--- src/rtl/pwm_steer_pkg.sv ---
// Shared definitions for the bridge PWM steering unit.
// Assumes: configuration encoding fixed by the out_cfg input field.
package pwm_steer_pkg;

    localparam int NUM_CH = 4;

    typedef enum logic [1:0] {
        CFG_SINGLE = 2'd0,
        CFG_FWD    = 2'd1,
        CFG_HALF   = 2'd2,
        CFG_REV    = 2'd3
    } steer_cfg_e;

endpackage

--- src/rtl/pwm_timebase.sv ---
// Period counter, shadow registers and duty compare.
// What it does: counts 0..period-1, reloads all settings at each period
// boundary (or every clock while disabled) and raises raw while count < duty.
// Assumes: a period of 0 behaves as 1; enable low restarts the period.
module pwm_timebase
    import pwm_steer_pkg::*;
#(
    parameter int CNT_W  = 10,
    parameter int DEAD_W = 7
) (
    input  logic              clk,
    input  logic              rst_n,
    input  logic              enable,
    input  logic [CNT_W-1:0]  duty_in,
    input  logic [CNT_W-1:0]  period_in,
    input  logic [1:0]        cfg_in,
    input  logic [1:0]        pol_in,
    input  logic [DEAD_W-1:0] dead_in,
    output steer_cfg_e        cfg_s,
    output logic [1:0]        pol_s,
    output logic [DEAD_W-1:0] dead_s,
    output logic              term,
    output logic              raw
);

    logic [CNT_W-1:0] cnt;
    logic [CNT_W-1:0] duty_s;
    logic [CNT_W-1:0] period_s;

    // End of period: last count, or every clock for a period of 0 or 1.
    always_comb begin
        if (period_s <= CNT_W'(1))
            term = 1'b1;
        else
            term = (cnt == period_s - CNT_W'(1));
    end

    // Modulated signal: active in the first duty_s counts of the period.
    always_comb raw = enable && (cnt < duty_s);

    // Counter advance and shadow reload at the period boundary.
    always_ff @(posedge clk) begin
        if (!rst_n) begin
            cnt      <= '0;
            duty_s   <= '0;
            period_s <= '0;
            cfg_s    <= CFG_SINGLE;
            pol_s    <= '0;
            dead_s   <= '0;
        end else if (!enable || term) begin
            cnt      <= '0;
            duty_s   <= duty_in;
            period_s <= period_in;
            cfg_s    <= steer_cfg_e'(cfg_in);
            pol_s    <= pol_in;
            dead_s   <= dead_in;
        end else begin
            cnt <= cnt + CNT_W'(1);
        end
    end

    // The count never reaches the period value.
    p_cnt_in_period_r1: assert property (@(posedge clk) disable iff (!rst_n)
        (enable && period_s > CNT_W'(1)) |-> (cnt < period_s));

    // Disabling restarts the period from zero.
    p_restart_r10: assert property (@(posedge clk) disable iff (!rst_n)
        !enable |=> (cnt == '0));

    // Settings do not move inside a period.
    p_shadow_hold_r9: assert property (@(posedge clk) disable iff (!rst_n)
        (enable && !term) |=> ($stable(duty_s) && $stable(period_s) &&
                               $stable(cfg_s) && $stable(pol_s)));

endmodule

--- src/rtl/pwm_deadband.sv ---
// Complementary pair generator with turn-on delay.
// What it does: side 0 follows raw, side 1 follows its complement; each side
// turns on only after its drive has been high for dead clocks, off at once.
// Assumes: hold counters saturate, so any dead value up to all-ones works.
module pwm_deadband #(
    parameter int DEAD_W = 7
) (
    input  logic              clk,
    input  logic              rst_n,
    input  logic              enable,
    input  logic              raw,
    input  logic [DEAD_W-1:0] dead,
    output logic              a_on,
    output logic              b_on
);

    logic [1:0] drive;
    logic [1:0] on;

    // Side 0 wants raw, side 1 wants its complement.
    always_comb drive = {~raw, raw};

    for (genvar s = 0; s < 2; s++) begin : g_side
        logic [DEAD_W-1:0] hold;

        // Count how long this side has been requested, saturating.
        always_ff @(posedge clk) begin
            if (!rst_n || !enable || !drive[s])
                hold <= '0;
            else if (hold != {DEAD_W{1'b1}})
                hold <= hold + DEAD_W'(1);
        end

        // Turn on once the dead time has elapsed.
        always_comb on[s] = enable && drive[s] && (hold >= dead);
    end

    always_comb begin
        a_on = on[0];
        b_on = on[1];
    end

    // With a non-zero dead time A cannot start in the clock B stops.
    p_gap_a_r7: assert property (@(posedge clk) disable iff (!rst_n)
        ($fell(b_on) && enable && dead != '0) |-> !a_on);

    p_gap_b_r7: assert property (@(posedge clk) disable iff (!rst_n)
        ($fell(a_on) && enable && dead != '0) |-> !b_on);

endmodule

--- src/rtl/pwm_chan_map.sv ---
// Channel steering and polarity.
// What it does: maps the modulated and dead-banded signals onto channels
// A..D per configuration, sets enables, and applies per-pair polarity.
// Assumes: bit 0 = A .. bit 3 = D; even channels use pol[1], odd use pol[0].
module pwm_chan_map
    import pwm_steer_pkg::*;
(
    input  logic              run,
    input  steer_cfg_e        cfg,
    input  logic [1:0]        pol,
    input  logic              raw,
    input  logic              a_on,
    input  logic              b_on,
    output logic [NUM_CH-1:0] pin,
    output logic [NUM_CH-1:0] pin_oe
);

    logic [NUM_CH-1:0] act;
    logic [NUM_CH-1:0] oe_cfg;

    // Steering table: logical activity and enables per configuration.
    always_comb begin
        act    = '0;
        oe_cfg = '0;
        unique case (cfg)
            CFG_SINGLE: begin
                act    = {3'b000, raw};
                oe_cfg = 4'b0001;
            end
            CFG_FWD: begin
                act    = {raw, 2'b00, 1'b1};
                oe_cfg = 4'b1111;
            end
            CFG_HALF: begin
                act    = {2'b00, b_on, a_on};
                oe_cfg = 4'b0011;
            end
            CFG_REV: begin
                act    = {1'b0, 1'b1, raw, 1'b0};
                oe_cfg = 4'b1111;
            end
            default: begin
                act    = '0;
                oe_cfg = '0;
            end
        endcase
    end

    for (genvar i = 0; i < NUM_CH; i++) begin : g_pol
        localparam int PB = (i % 2 == 0) ? 1 : 0;
        // Drive the active level per pair polarity; release when unused.
        always_comb begin
            pin_oe[i] = run && oe_cfg[i];
            pin[i]    = pin_oe[i] && (act[i] ^ pol[PB]);
        end
    end

endmodule

--- src/rtl/pwm_bridge_steer.sv ---
// Top level of the four-channel bridge PWM steering unit.
// What it does: ties the timebase, dead-band pair and channel map together.
// Assumes: all inputs synchronous to clk; rst_n is synchronous active-low.
module pwm_bridge_steer
    import pwm_steer_pkg::*;
#(
    parameter int DUTY_HI_W = 8,
    parameter int DUTY_LO_W = 2,
    parameter int DEAD_W    = 7
) (
    input  logic                           clk,
    input  logic                           rst_n,
    input  logic                           enable,
    input  logic [DUTY_HI_W-1:0]           duty_hi,
    input  logic [DUTY_LO_W-1:0]           duty_lo,
    input  logic [DUTY_HI_W+DUTY_LO_W-1:0] period,
    input  logic [1:0]                     out_cfg,
    input  logic [1:0]                     polarity,
    input  logic [DEAD_W-1:0]              dead_time,
    output logic [NUM_CH-1:0]              pin,
    output logic [NUM_CH-1:0]              pin_oe
);

    localparam int CNT_W = DUTY_HI_W + DUTY_LO_W;

    logic              run;
    logic [CNT_W-1:0]  duty_full;
    steer_cfg_e        cfg_s;
    logic [1:0]        pol_s;
    logic [DEAD_W-1:0] dead_s;
    logic              term;
    logic              raw;
    logic              a_on;
    logic              b_on;

    // Unit runs only out of reset and while enabled.
    always_comb run = enable && rst_n;

    // Join the split duty value, high part on top.
    always_comb duty_full = {duty_hi, duty_lo};

    pwm_timebase #(
        .CNT_W  (CNT_W),
        .DEAD_W (DEAD_W)
    ) u_timebase (
        .clk       (clk),
        .rst_n     (rst_n),
        .enable    (enable),
        .duty_in   (duty_full),
        .period_in (period),
        .cfg_in    (out_cfg),
        .pol_in    (polarity),
        .dead_in   (dead_time),
        .cfg_s     (cfg_s),
        .pol_s     (pol_s),
        .dead_s    (dead_s),
        .term      (term),
        .raw       (raw)
    );

    pwm_deadband #(
        .DEAD_W (DEAD_W)
    ) u_deadband (
        .clk    (clk),
        .rst_n  (rst_n),
        .enable (enable),
        .raw    (raw),
        .dead   (dead_s),
        .a_on   (a_on),
        .b_on   (b_on)
    );

    pwm_chan_map u_map (
        .run    (run),
        .cfg    (cfg_s),
        .pol    (pol_s),
        .raw    (raw),
        .a_on   (a_on),
        .b_on   (b_on),
        .pin    (pin),
        .pin_oe (pin_oe)
    );

    // Enables only change at a period boundary while running.
    p_oe_hold_r9: assert property (@(posedge clk) disable iff (!rst_n)
        (enable && $past(enable) && !$past(term)) |-> $stable(pin_oe));

    // A released channel never shows a high level.
    p_released_low_r3: assert property (@(posedge clk) disable iff (!rst_n)
        ((pin & ~pin_oe) == '0));

    // Off state releases every channel on the next clock too.
    p_off_release_r10: assert property (@(posedge clk) disable iff (!rst_n)
        (!enable && $past(!enable)) |-> (pin_oe == '0));

endmodule

--- config.mk ---
export PLATFORM = sky130hd
export DESIGN_NAME = pwm_bridge_steer
export DESIGN_NICKNAME = d
export VERILOG_FILES = /design/src/rtl/pwm_steer_pkg.sv /design/src/rtl/pwm_timebase.sv /design/src/rtl/pwm_deadband.sv /design/src/rtl/pwm_chan_map.sv /design/src/rtl/pwm_bridge_steer.sv
export SDC_FILE = /design/constraint.sdc
export NUM_CORES = 1
export LEC_CHECK = 0
export BUFFER_PORTS_ARGS = -buffer_cell sky130_fd_sc_hd__buf_2
export CORE_ASPECT_RATIO = 0.9
export CORE_UTILIZATION = 56
export CTS_CLUSTER_DIAMETER = 80
export DETAILED_ROUTE_END_ITERATION = 10
export PLACE_DENSITY = 0.78
export SLEW_MARGIN = 20
export SYNTH_ARGS = -nofsm -noshare
export SYNTH_HDL_FRONTEND = slang
export SYNTH_SLANG_ARGS = --single-unit
--- constraint.sdc ---
create_clock -name clk -period 2.7 [get_ports clk]
set_input_delay 0.27 -clock clk [delete_from_list [all_inputs] [get_ports clk]]
set_output_delay 0.27 -clock clk [all_outputs]
set_load 0.02 [all_outputs]
Word level (Yosys, flattened, before mapping):

Index checks and enable logic that the tools add are counted.

* register bits: 55
* input port bits: 34
* word-level logic and storage cells: 55
* output and inout bits: 8

* magnitude comparators: 4
* $add $sub $neg: 4
* reductions and logical operators: 24
* muxes and demuxes: 3
* eq/ne operators: 6
* bitwise operators: 6

Operator list (number)
* 4-bit one-hot mux with 4 select lines: 1
* 7-bit by 1-bit adder with 7-bit output, second input constant: 2
* 7-bit greater-or-equal comparator: 2
* 1-bit logical AND: 14
* 7-bit != test, second input constant: 2
* 4-bit one-hot mux with 3 select lines: 1
* 10-bit by 1-bit adder with 10-bit output, second input constant: 1
* 10-bit equality test: 1
* 10-bit by 1-bit <= comparator with 1-bit output, second input constant: 1
* 10-bit < comparator: 1
* 10-bit by 1-bit subtractor with 10-bit output, second input constant: 1
* 2-bit equality test, second input constant: 2
* 1-bit logical OR: 4
* 2-bit OR reduction: 2
* 1-bit bitwise XOR: 4
* 1-bit logical NOT: 3
* 2-bit by 1-bit equality test with 1-bit output, second input constant: 1
* 2-bit logical NOT: 1
* 1-bit NOT: 2
* 1-bit two-way mux: 1

Longest topological paths before layout:

* depth in word-level cells: 8
* mapped depth: 10
* gate-level depth less buffers: 9

Modules after synthesis:

A second synthesis with hierarchy kept.

* cell total of the unflattened synthesis: 404
* area total of the unflattened synthesis: 3308.2 um^2

By module, submodules not included
* pwm_timebase: area an instance 2178.3 um^2, times used 1, cells each 266, seq. area each 820.8 um^2
* pwm_deadband: area an instance 974.7 um^2, times used 1, cells each 114, seq. area each 280.3 um^2
* pwm_chan_map: area an instance 148.9 um^2, times used 1, cells each 23, seq. area each 0.0 um^2
* pwm_bridge_steer: area an instance 6.3 um^2, times used 1, cells each 1, seq. area each 0.0 um^2

Least setup slack after synthesis:

OpenSTA, ideal clock, no wires.

* kind: register to output
* start point: register u_timebase.cnt[3]
* end point: output pin[0]
* required time: 2.430 ns
* stages on the path, launching flop included: 9
* buffers on the path: 0
* setup slack: 0.186 ns
* arrival: 2.244 ns
* cells stage by stage: dfxtp_1 > ha_1 > a21o_1 > a21oi_1 > o221ai_1 > a221oi_1 > nor2_1 > a21oi_1 > mux2i_1

* cells in the longest elaborated chain, start to end: 7

Ends and longest elaborated chain
* start, declared: RTL line pwm_timebase.sv:26 `logic [CNT_W-1:0] cnt;`
* start signal, assigned: RTL line pwm_timebase.sv:58 `cnt <= cnt + CNT_W'(1);`
* 10-bit < comparator *: RTL line pwm_timebase.sv:39 `always_comb raw = enable && (cnt < duty_s);`
* 1-bit logical AND *: RTL line pwm_timebase.sv:39
* 1-bit logical AND (2 in a row): RTL line pwm_deadband.sv:35 `always_comb on[s] = enable && drive[s] && (hold >= dead);`
* 4-bit one-hot mux with 4 select lines *: RTL line pwm_chan_map.sv:25 `unique case (cfg)`
* 1-bit bitwise XOR *: RTL line pwm_chan_map.sv:54 `pin[i] = pin_oe[i] && (act[i] ^ pol[PB]);`
* 1-bit logical AND *: RTL line pwm_chan_map.sv:54
* end, declared: RTL line pwm_bridge_steer.sv:20 `output logic [NUM_CH-1:0] pin,`

Mark *: on every way between the ends. The rest lies on a longest branch, timed or not.

Final worst setup path:

* start point: register u_timebase.duty_s[3]
* end point: output pin[1]

* cells in the longest elaborated chain, start to end: 8

Ends and longest elaborated chain
* start, declared: RTL line pwm_timebase.sv:27 `logic [CNT_W-1:0] duty_s;`
* start signal, assigned: RTL line pwm_timebase.sv:52 `duty_s <= duty_in;`
* 10-bit < comparator *: RTL line pwm_timebase.sv:39
* 1-bit logical AND *: RTL line pwm_timebase.sv:39
* 1-bit NOT: RTL line pwm_deadband.sv:21 `always_comb drive = {~raw, raw};`
* 1-bit logical AND (2 in a row): RTL line pwm_deadband.sv:35
* 4-bit one-hot mux with 4 select lines *: RTL line pwm_chan_map.sv:25
* 1-bit bitwise XOR *: RTL line pwm_chan_map.sv:54
* 1-bit logical AND *: RTL line pwm_chan_map.sv:54

Marked as above.

==> impl_metrics.py <==
metrics = {
    "sta": {
        "clock_skew_ns": 0.00861,
        "slew_viol_final": 0,
        "finalSetupViolCount": 0,
        "tightestPinTransition_ns": 0.561,
        "fmax_mhz": 371,
        "fin_crit_ns": 2.70,
        "max-slew-margin-rel": 0.626,
        "tns_ns": 0,
        "finalCritPeriodShare": 0.999,
        "timing_hold_violations_final": 0,
        "rsz0062_at_grt": "yes",
    },
    "layout": {
        "layout-drive-gt1-share": 0.183,
        "layout_common_cells": "nand2_1, dfxtp_1, buf_2, nor2_1, mux2i_1",
        "final_nets": 481,
        "nFillCells": 443,
        "synthToLayoutAreaGrowth_pct": 13.9,
        "antennaDiodeCount": 0,
        "final_common_cell": "nand2_1",
        "multi_input_area_sq_um": 1940,
        "regArea_sq_um": 1110,
    },
    "yosys": {
        "syn_area_sq_um": 3190,
        "synth_top_family_by_area": "simple AND/OR/NAND/NOR gates",
        "synth_edf_count": 0,
        "yosys_warnings": 0,
        "synth_nets": 440,
        "synth_ff_type": "dfxtp_1",
        "syn_area_per_cell_sq_um": 8.43,
        "yosys.area_share.simple": 0.232,
        "synth_adder_area_share": 0.110,
        "synth_cell_types": 43,
        "synthTopCellsByArea": "dfxtp_1, ha_1, mux2i_1",
        "synth_area_leader_cell": "dfxtp_1",
        "yosysSeqAreaShare": 0.345,
        "synth-seq-cells": 55,
        "synthXorXnorAreaFrac": 0.0907,
        "synthMuxAreaShare": 0.104,
        "yosysTopAreaCellShare": 0.345,
        "netlist_instances": 378,
        "async_flop_share": 0,
        "synth_compound_area_frac": 0.0616,
    },
    "setup_path": {
        "cp_max_fo": 6,
        "r2r_end": "u_timebase.dead_s[0]",
        "cp.arrival_ns": 2.43,
        "rr_worst_depth": 10,
        "worstSetupPathType": "register to output port",
        "r2r_start": "u_timebase.period_s[0]",
        "ff2ff_setup_slack_ns": 0.30,
        "cp.required_ns": 2.43,
        "crit_path_start_kind": "register",
        "end_kind": "output port",
    },
    "pwr": {
        "leakage_uw": 0.00163,
        "vdd_ir_drop_max_mv": 0.341,
        "report.power.total_uw": 1840,
        "power.density_nw_per_um2": 508,
    },
    "clock_tree": {
        "root_buffer": "clkbuf_8",
        "cts_hold_buf": 0,
        "cts_tree": "done",
        "post_cts_buffers": 0,
        "cts_made_buffers": 5,
        "cts_num_sinks": 55,
        "cts_htree_levels": 2,
        "cts_buffer_depth": 2,
        "clk_latency_ns": 0.31,
        "path_clk_slew_ns": 0.10,
    },
    "grt": {
        "grt_pass1_vias": 2374,
        "track_usage": 0.235,
        "antenna_found_initial": 0,
        "grt_first_pass_wirelength_mm": 10.8,
        "overflow": 0,
        "grt_max_degree": 63,
    },
    "die": {
        "initial_core_util": 0.593,
        "io_pins": 42,
        "die_x_microns": 81.5,
        "fp-row-count": 25,
        "die_area_sq_um": 6000,
        "fp.coreArea_sq_um": 5380,
        "die_h_microns": 73.6,
    },
    "route": {
        "drt-total-wl_mm": 6.26,
        "post_drt_via_cell_ratio": 5.26,
        "dr_wl_met3_microns": 191,
        "drt_iter0_drc": 67,
        "dr.pass1.iters": 4,
        "route.vias.total": 2564,
        "top_layer": "met4",
        "drt_drc_violations_left": 0,
        "wl_met1_mm": 3.31,
        "ant_nets": 0,
        "wl_met2_mm": 2.71,
        "wire_per_inst_microns": 12.9,
    },
    "job": {
        "maxCapViolCount": 0,
    },
    "hold_path": {
        "worstHoldStart": "duty_hi[1]",
        "hold_path_end": "u_timebase.duty_s[3]",
        "holdPathStages": 3,
        "holdCritPathClass": "input port to register",
    },
    "placed_design": {
        "gp_congestion": 0.814,
        "post-dp-hpwl_mm": 4.68,
        "port_buffers": 41,
    },
    "run_status": {
        "run_status": "finished, final reports clean",
    },
}
-- through the flow --
stage | hold WS [ns] | util | cell area (sq um) | cells | worst slack, ns
6_report | 0.182 | 0.675 | 3630 | 487 | 0.00167
5_1_grt | 0.170 | 0.675 | 3630 | 487 | -0.0845
4_1_cts | 0.173 | 0.670 | 3600 | 487 | -0.0250
3_5_place_dp | 0.454 | 0.643 | 3460 | 479 | 0.190
3_3_place_gp | 0.445 | 0.643 | 3460 | 479 | 0.226
2_1_floorplan | 0.409 | - | 3190 | 378 | 0.186
-- report_power, final --
group	internal, uW	switching, uW
registers	859	53.9
clock network	279	271
logic	186	194
total	1320	519
-- final cells by class --
class	instances	share of cell area
multi-input combinational	283	0.535
clock inverter	3	0.0127
inverter	26	0.0269
sequential	55	0.307
timing repair buffer	48	0.0768
clock buffer	5	0.0190
tap	67	0.0231
-- cells in the mapped netlist (2+ instances only) --
library cell	instances
a21o_1	5
a21oi_1	10
a221oi_1	2
and3_1	5
and4_1	3
buf_4	2
buf_6	3
clkbuf_1	8
dfxtp_1	55
ha_1	28
inv_1	26
mux2i_1	32
nand2_1	80
nand2b_1	5
nand3_1	11
nand4_1	5
nor2_1	35
nor3_1	4
nor3b_1	2
nor4_1	3
xnor2_1	16
xor2_1	17
-- flip-flops by register name (all words and copies together), names as in the netlist --
| name | count |
|---|---|
| u_timebase.dead_s | 7 |
| u_timebase.period_s | 10 |
| u_timebase.pol_s | 2 |
| u_timebase.duty_s | 10 |
| u_timebase.cnt | 10 |
| u_deadband.g_side.hold | 14 |
| u_timebase.cfg_s | 2 |
-- worst max path at each step --
| stage | depth (start not counted) | endpoint | slack [ns] | start |
|---|---|---|---|---|
| 2_1_floorplan | 8 | pin[0] | 0.19 | u_timebase.cnt[3] |
| 3_3_place_gp | 11 | pin[1] | 0.23 | u_timebase.duty_s[3] |
| 3_5_place_dp | 11 | pin[1] | 0.19 | u_timebase.duty_s[3] |
| 4_1_cts | 11 | pin[1] | -0.03 | u_timebase.duty_s[3] |
| 5_1_grt | 11 | pin[1] | -0.08 | u_timebase.duty_s[3] |
| 6_report | 11 | pin[1] | 0.002 | u_timebase.duty_s[3] |
-- worst max-delay path, cell delays in order (launching register included) --
cell      delay [ns]
dfxtp_2         0.34
inv_2           0.04
ha_4            0.26
a21o_1          0.12
a21oi_2         0.06
o221ai_2        0.19
a221oi_2        0.09
buf_4           0.16
a2111o_1        0.37
and3_1          0.19
o21a_1          0.17
buf_6           0.13
-- what timing repair did --
| item | 4_1_cts | 5_1_grt |
|---|---|---|
| pin swaps | 8 | 1 |
| gates cloned | 0 | 0 |
| gates resized for setup | 11 | 8 |
| hold endpoints to repair | 0 | 0 |
| endpoints found under the setup margin | 3 | 3 |
-- metal layers --
metal  GRT usage  vias to the layer above
li1            -                     1344
met1       0.330                     1178
met2       0.366                       38
met3      0.0422                        4
met4      0.0694                        0
met5           0                        -
-- cells by family after synthesis --
logic type      count (synthesis)
simple gates                  161
flops                          55
buf+inv                        40
xor+xnor                       33
mux                            33
compound gates                 28
fa+ha+maj                      28
No activity file was read; power rests on OpenSTA's default activity.
